<file path="src/rtl/psq_pkg.sv">
package psq_pkg;

   localparam logic [7:0] OP_PWR_ON  = 8'h04;
   localparam logic [7:0] OP_PWR_OFF = 8'h02;
   localparam logic [7:0] OP_DSTART  = 8'h10;
   localparam logic [7:0] OP_DSTOP   = 8'h11;
   localparam logic [7:0] OP_REFRESH = 8'h12;
   localparam logic [7:0] OP_AUTO    = 8'h17;

   typedef enum logic [2:0] {
      ST_IDLE,
      ST_SENSE,
      ST_RAMP,
      ST_REFRESH,
      ST_DISCHG,
      ST_SLEEP
   } seq_state_e;

   typedef struct packed {
      logic pwr_on;
      logic pwr_off;
      logic dstart;
      logic dstop;
      logic refresh;
      logic auto_go;
   } cmd_hit_t;

endpackage

</file>
<file path="src/rtl/psq_cmd_decode.sv">
module psq_cmd_decode
   import psq_pkg::*;
(
   input  logic       valid,
   input  logic       accept,
   input  logic [7:0] code,
   output cmd_hit_t   hit
);
   logic take;
   assign take = valid & accept;

   always_comb begin
      hit         = '0;
      hit.pwr_on  = take && (code == OP_PWR_ON);
      hit.pwr_off = take && (code == OP_PWR_OFF);
      hit.dstart  = take && (code == OP_DSTART);
      hit.dstop   = take && (code == OP_DSTOP);
      hit.refresh = take && (code == OP_REFRESH);
      hit.auto_go = take && (code == OP_AUTO);
   end
endmodule

</file>
<file path="src/rtl/psq_timer.sv">
module psq_timer #(
   parameter int W = 8
) (
   input  logic         clk,
   input  logic         rst_n,
   input  logic         load,
   input  logic [W-1:0] load_val,
   output logic         expired
);
   logic [W-1:0] cnt;

   always_ff @(posedge clk or negedge rst_n) begin
      if (!rst_n)          cnt <= '0;
      else if (load)       cnt <= load_val;
      else if (cnt != '0)  cnt <= cnt - 1'b1;
   end

   assign expired = (cnt == '0);
endmodule

</file>
<file path="src/rtl/psq_frame_track.sv">
module psq_frame_track #(
   parameter int N_PLANES = 2
) (
   input  logic                clk,
   input  logic                rst_n,
   input  logic [N_PLANES-1:0] plane_done,
   input  logic                clear,
   output logic                complete
);
   logic [N_PLANES-1:0] seen;

   for (genvar p = 0; p < N_PLANES; p++) begin : g_plane
      always_ff @(posedge clk or negedge rst_n) begin
         if (!rst_n)             seen[p] <= 1'b0;
         else if (clear)         seen[p] <= 1'b0;
         else if (plane_done[p]) seen[p] <= 1'b1;
      end
   end

   assign complete = &seen;
endmodule

</file>
<file path="src/rtl/pwr_refresh_seq.sv">
module pwr_refresh_seq
   import psq_pkg::*;
#(
   parameter int N_PLANES  = 2,
   parameter int T_SENSE   = 6,
   parameter int T_RAMP    = 10,
   parameter int T_REFRESH = 40,
   parameter int T_OFF     = 5
) (
   input  logic                clk,
   input  logic                rst_n,
   input  logic                cmd_valid,
   input  logic [7:0]          cmd_code,
   input  logic [N_PLANES-1:0] plane_done,
   output logic                busy_n,
   output logic                booster_on,
   output logic                sensor_on,
   output logic                refresh_on,
   output logic                deep_sleep,
   output logic                frame_flag,
   output logic                cmd_err
);
   localparam int T_MAX_A = (T_SENSE > T_RAMP) ? T_SENSE : T_RAMP;
   localparam int T_MAX_B = (T_REFRESH > T_OFF) ? T_REFRESH : T_OFF;
   localparam int T_MAX   = (T_MAX_A > T_MAX_B) ? T_MAX_A : T_MAX_B;
   localparam int TW      = (T_MAX < 2) ? 1 : $clog2(T_MAX);

   if (N_PLANES < 1) begin : g_bad_planes
      $error("N_PLANES must be at least 1");
   end
   if (T_SENSE < 1 || T_RAMP < 1 || T_REFRESH < 1 || T_OFF < 1) begin : g_bad_time
      $error("every duration must be at least one cycle");
   end

   localparam logic [TW-1:0] LD_SENSE   = TW'(T_SENSE - 1);
   localparam logic [TW-1:0] LD_RAMP    = TW'(T_RAMP - 1);
   localparam logic [TW-1:0] LD_REFRESH = TW'(T_REFRESH - 1);
   localparam logic [TW-1:0] LD_OFF     = TW'(T_OFF - 1);

   seq_state_e    state, state_nx;
   logic          chain, chain_nx;
   logic          boost_nx;
   logic          err_q;
   logic          idle;
   logic          running;
   logic          tmr_load;
   logic [TW-1:0] tmr_val;
   logic          tmr_done;
   logic          flag_clr;
   logic          frame_ok;
   cmd_hit_t      hit;

   assign idle    = (state == ST_IDLE);
   assign running = (state != ST_IDLE) && (state != ST_SLEEP);

   psq_cmd_decode u_dec (
      .valid  (cmd_valid),
      .accept (idle),
      .code   (cmd_code),
      .hit    (hit)
   );

   psq_timer #(.W(TW)) u_tmr (
      .clk      (clk),
      .rst_n    (rst_n),
      .load     (tmr_load),
      .load_val (tmr_val),
      .expired  (tmr_done)
   );

   psq_frame_track #(.N_PLANES(N_PLANES)) u_frm (
      .clk        (clk),
      .rst_n      (rst_n),
      .plane_done (plane_done),
      .clear      (flag_clr),
      .complete   (frame_ok)
   );

   always_comb begin
      state_nx = state;
      chain_nx = chain;
      boost_nx = booster_on;
      tmr_load = 1'b0;
      tmr_val  = '0;
      flag_clr = 1'b0;
      unique case (state)
         ST_IDLE: begin
            if ((hit.pwr_on || hit.auto_go) && !booster_on) begin
               state_nx = ST_SENSE;
               chain_nx = hit.auto_go;
               tmr_load = 1'b1;
               tmr_val  = LD_SENSE;
            end else if (hit.refresh || hit.auto_go ||
                         (hit.dstop && frame_ok)) begin
               state_nx = ST_REFRESH;
               chain_nx = hit.auto_go;
               tmr_load = 1'b1;
               tmr_val  = LD_REFRESH;
               flag_clr = 1'b1;
            end else if (hit.pwr_off && booster_on) begin
               state_nx = ST_DISCHG;
               chain_nx = 1'b0;
               tmr_load = 1'b1;
               tmr_val  = LD_OFF;
            end else if (hit.dstart) begin
               flag_clr = 1'b1;
            end
         end
         ST_SENSE: begin
            if (tmr_done) begin
               state_nx = ST_RAMP;
               boost_nx = 1'b1;
               tmr_load = 1'b1;
               tmr_val  = LD_RAMP;
            end
         end
         ST_RAMP: begin
            if (tmr_done) begin
               if (chain) begin
                  state_nx = ST_REFRESH;
                  tmr_load = 1'b1;
                  tmr_val  = LD_REFRESH;
                  flag_clr = 1'b1;
               end else begin
                  state_nx = ST_IDLE;
               end
            end
         end
         ST_REFRESH: begin
            if (tmr_done) begin
               if (chain) begin
                  state_nx = ST_DISCHG;
                  tmr_load = 1'b1;
                  tmr_val  = LD_OFF;
               end else begin
                  state_nx = ST_IDLE;
               end
            end
         end
         ST_DISCHG: begin
            if (tmr_done) begin
               boost_nx = 1'b0;
               state_nx = chain ? ST_SLEEP : ST_IDLE;
               chain_nx = 1'b0;
            end
         end
         ST_SLEEP: begin
            state_nx = ST_SLEEP;
         end
         default: state_nx = ST_IDLE;
      endcase
   end

   always_ff @(posedge clk or negedge rst_n) begin
      if (!rst_n) begin
         state      <= ST_IDLE;
         chain      <= 1'b0;
         booster_on <= 1'b0;
         err_q      <= 1'b0;
      end else begin
         state      <= state_nx;
         chain      <= chain_nx;
         booster_on <= boost_nx;
         if (cmd_valid && running) err_q <= 1'b1;
      end
   end

   assign busy_n     = ~running;
   assign sensor_on  = (state == ST_SENSE);
   assign refresh_on = (state == ST_REFRESH);
   assign deep_sleep = (state == ST_SLEEP);
   assign frame_flag = frame_ok;
   assign cmd_err    = err_q;
endmodule

</file>
<file path="config.mk">
export PLATFORM = sky130hd
export DESIGN_NAME = pwr_refresh_seq
export DESIGN_NICKNAME = d
export VERILOG_FILES = /design/src/rtl/psq_pkg.sv /design/src/rtl/psq_cmd_decode.sv /design/src/rtl/psq_timer.sv /design/src/rtl/psq_frame_track.sv /design/src/rtl/pwr_refresh_seq.sv
export SDC_FILE = /design/constraint.sdc
export NUM_CORES = 1
export LEC_CHECK = 0
export ABC_CLOCK_PERIOD_IN_PS = 1900
export BUFFER_PORTS_ARGS = -buffer_cell sky130_fd_sc_hd__buf_4
export CORE_MARGIN = 5
export CORE_UTILIZATION = 54
export CTS_BUF_LIST = sky130_fd_sc_hd__clkbuf_16
export CTS_CLUSTER_DIAMETER = 60
export CTS_CLUSTER_SIZE = 14
export DETAILED_ROUTE_END_ITERATION = 8
export PLACE_DENSITY = 0.89
export SLEW_MARGIN = 5
export SYNTH_ARGS = -nofsm -noshare
export SYNTH_HDL_FRONTEND = slang
export SYNTH_SLANG_ARGS = --single-unit
</file>
<file path="constraint.sdc">
create_clock -name clk -period 1.9 [get_ports clk]
set_clock_uncertainty 0.1 [all_clocks]
set_input_delay 0.19 -clock clk [delete_from_list [all_inputs] [get_ports clk]]
set_output_delay 0.19 -clock clk [all_outputs]
set_load 0.1 [all_outputs]
</file>
==> impl_metrics.tcl <==
set metrics [dict create \
    cp.required_ns 1.61 \
    layout_setup_ws_ns 0.05318 \
    syn-num-nets 136 \
    row_count 15 \
    vias 1026 \
    core_region_area_um2 1764 \
    worst-endpoint-arrival_ns 1.56 \
    reg2reg_to "u_tmr.cnt[1]$_DFFE_PN0P_" \
    hp-class "primary input to flip-flop" \
    ys_seq_area_share_pct 34.02 \
    n_antenna_cell 0 \
    slew_violations 0 \
    root_buffer "clkbuf_16" \
    numCtsBuffers 3 \
    async_flop_share_pct 100.0 \
    layout_commonest_cell "buf_4" \
    design_area_um2 1297 \
    synth_mux_area_share_pct 0.9721 \
    clockBufferDepth 2 \
    grt_max_degree 15 \
    grt-ovfl-total 0 \
    syn_inst 121 \
    end_kind "output pin" \
    crit_fanout 13 \
    avgSynthCellArea_um2 8.510 \
    hold_viol 0 \
    cts_max_level 1 \
    synth_top_family_by_area "simple AND/OR/NAND/NOR gates" \
    synthesis.area_um2 1030 \
    slew-limit-headroom_pct 67.56 \
    slowest_stage "dfrtp_1" \
    p_per_area_nw_per_um2 581.3 \
    place_hpwl_mm 1.910 \
    mostFrequentLayoutCells "buf_4, nor2_1, dfrtp_1, nand2_1, o21ai_0" \
    drc 0 \
    holdCritStartpoint "plane_done[0]" \
    cp-endpoint "busy_n" \
    crit_start "state[1]$_DFFE_PN0P_" \
    cts_tree "built" \
    maxCapViolations 0 \
    ys_warn_count 0 \
    synth_flop_cell "dfrtp_1" \
    start_kind "flip-flop" \
    pin_count 20 \
    postRouteAntennaNets 0 \
    postCtsSetupRepairBufs 0 \
    drive_above_1_share_pct 27.78 \
    grt_pass1_wl_mm 4.636 \
    status "finished, final reports clean" \
    drt-initial-drc-count 34 \
    wl_per_cell_um 16.67 \
    clock_sinks 14 \
    insertion_delay_ns 0.24 \
    critical_path_class "flip-flop to output pin" \
    worst_slew_pin_slew_ns 0.4821 \
    rsz0062_at_grt "no" \
    synth-compound-area-share_pct 18.35 \
    leakage_nw 0.5600 \
    grt_pass1_vias 1012 \
    area_growth_pct 26.00 \
    finalWeightedCongestion 0.9033 \
    crit_chain "or3_4 -> nand2_1 -> buf_6" \
    via_per_inst 6.071 \
    dp_slack_ns 0.1119 \
    ir_drop_v 0.0005503 \
    min_period_over_period_pct 97.20 \
    fin_setup_tns_ns 0 \
    synth_fa_ha_area_share_pct 3.524 \
    clk_pin_slew_ns 0.05 \
    fin_crit_ns 1.847 \
    setup_viol 0 \
    yosysUniqueCellTypes 45 \
    clock.fmax_mhz 541.5 \
    io_buffers 19 \
    regToRegSetupSlack_ns 0.11 \
    synth-xor-area-share_pct 4.253 \
    ff2ff_path_depth 5 \
    die_x_um 53.67 \
    grt_usage_pct 22.61 \
    synth_edf_count 0 \
    max_stage_delay_ns 0.51 \
    placed_area_um2 1204 \
    rr_startpoint "state[1]$_DFFE_PN0P_" \
    synth-seq-cells 14 \
    dieHeight_um 53.67 \
    antenna_found_initial 0 \
    initial_utilization_pct 58.37 \
    yosys.area_share.simple_pct 35.12 \
    nets 160 \
    wl_mm 2.818 \
    die-area_um2 2880 \
    dr.pass1.iters 4 \
]
[metal layers]
metal | up-vias | track usage [%] | part of all wire [%]
li1 | 483 | - | -
met1 | 471 | 27.35 | 40
met2 | 64 | 37.70 | 50
met3 | 8 | 5.540 | 7.7
met4 | 0 | 9.787 | 2.2
met5 | - | 0 | 0
[worst max-delay path: cells and delay by family, from the launching register on]
family	cells	cell delay, ns
AND/OR/NAND/NOR	2	0.57
flip-flops	1	0.51
buffers and inverters	1	0.23
[cells in the mapped netlist, types with 2 or more instances]
master | number | area [um2]
o21ai_0 | 9 | 45.04
nand2b_1 | 4 | 25.02
nor2b_1 | 4 | 25.02
xnor2_1 | 2 | 17.52
inv_1 | 3 | 11.26
xor2_1 | 3 | 26.28
dfrtp_1 | 14 | 350.3
ha_1 | 2 | 25.02
nor2_1 | 17 | 63.81
nand3_1 | 6 | 30.03
nor3_1 | 5 | 25.02
nand2_1 | 9 | 33.78
a21oi_1 | 6 | 30.03
and3b_1 | 3 | 26.28
nor3_4 | 2 | 32.53
and2_1 | 3 | 18.77
[logic make-up after synthesis]
group | Yosys count
adder cells (fa/ha/maj) | 3
multiplexers | 1
flip-flops | 14
XOR/XNOR | 5
buffers and inverters | 7
AO/OA/AOI/OAI | 28
AND/OR/NAND/NOR | 63
[report_power, final]
part | internal (mW) | switching (mW) | total, mW
clock | 0.278 | 0.122 | 0.401
sequential | 0.299 | 0.000000000000000114 | 0.299
combinational | 0.0271 | 0.0275 | 0.0546
[stage by stage]
stage                     hold slack (ns)  util [%]  power (mW)  instances
after floorplan                   -0.2056         -      0.3214        121
after global placement           -0.04940     68.23      0.3537        164
after detailed placement         -0.04679     68.23      0.3554        164
after CTS                         0.06750     73.26      0.7523        169
after global routing              0.09124     73.55      0.7728        169
final                             0.06139     73.55      0.7543        169
[worst min path at each step]
stage	endpoint	depth (start not counted)
2_1_floorplan	booster_on$_DFFE_PN0P_	0
3_3_place_gp	u_tmr.cnt[1]$_DFFE_PN0P_	1
3_5_place_dp	u_tmr.cnt[5]$_DFFE_PN0P_	1
4_1_cts	u_frm.seen[0]$_DFFE_PN0P_	3
5_1_grt	u_frm.seen[1]$_DFFE_PN0P_	3
6_report	u_frm.seen[0]$_DFFE_PN0P_	3
[cell type report]
cell class | instances | area [um2]
clock buffer | 3 | 75.07
clock inverter | 1 | 3.754
fill | 147 | 466.7
inverter | 3 | 11.26
multi-input combinational | 100 | 645.6
sequential | 14 | 351.6
tap | 25 | 31.28
timing repair buffer | 23 | 178.9
[timing repair]
item | in CTS | in global routing
hold endpoints to repair | 14 | 0
hold buffers | 1 | 0
endpoints found under the setup margin | 0 | 2
resized for setup | 0 | 2
[registers in the layout (all words and copies together), names as in the netlist]
signal      count
booster_on      1
chain           1
cmd_err         1
state           3
u_frm.seen      2
u_tmr.cnt       6
Power figures use the tool's default switching activity.
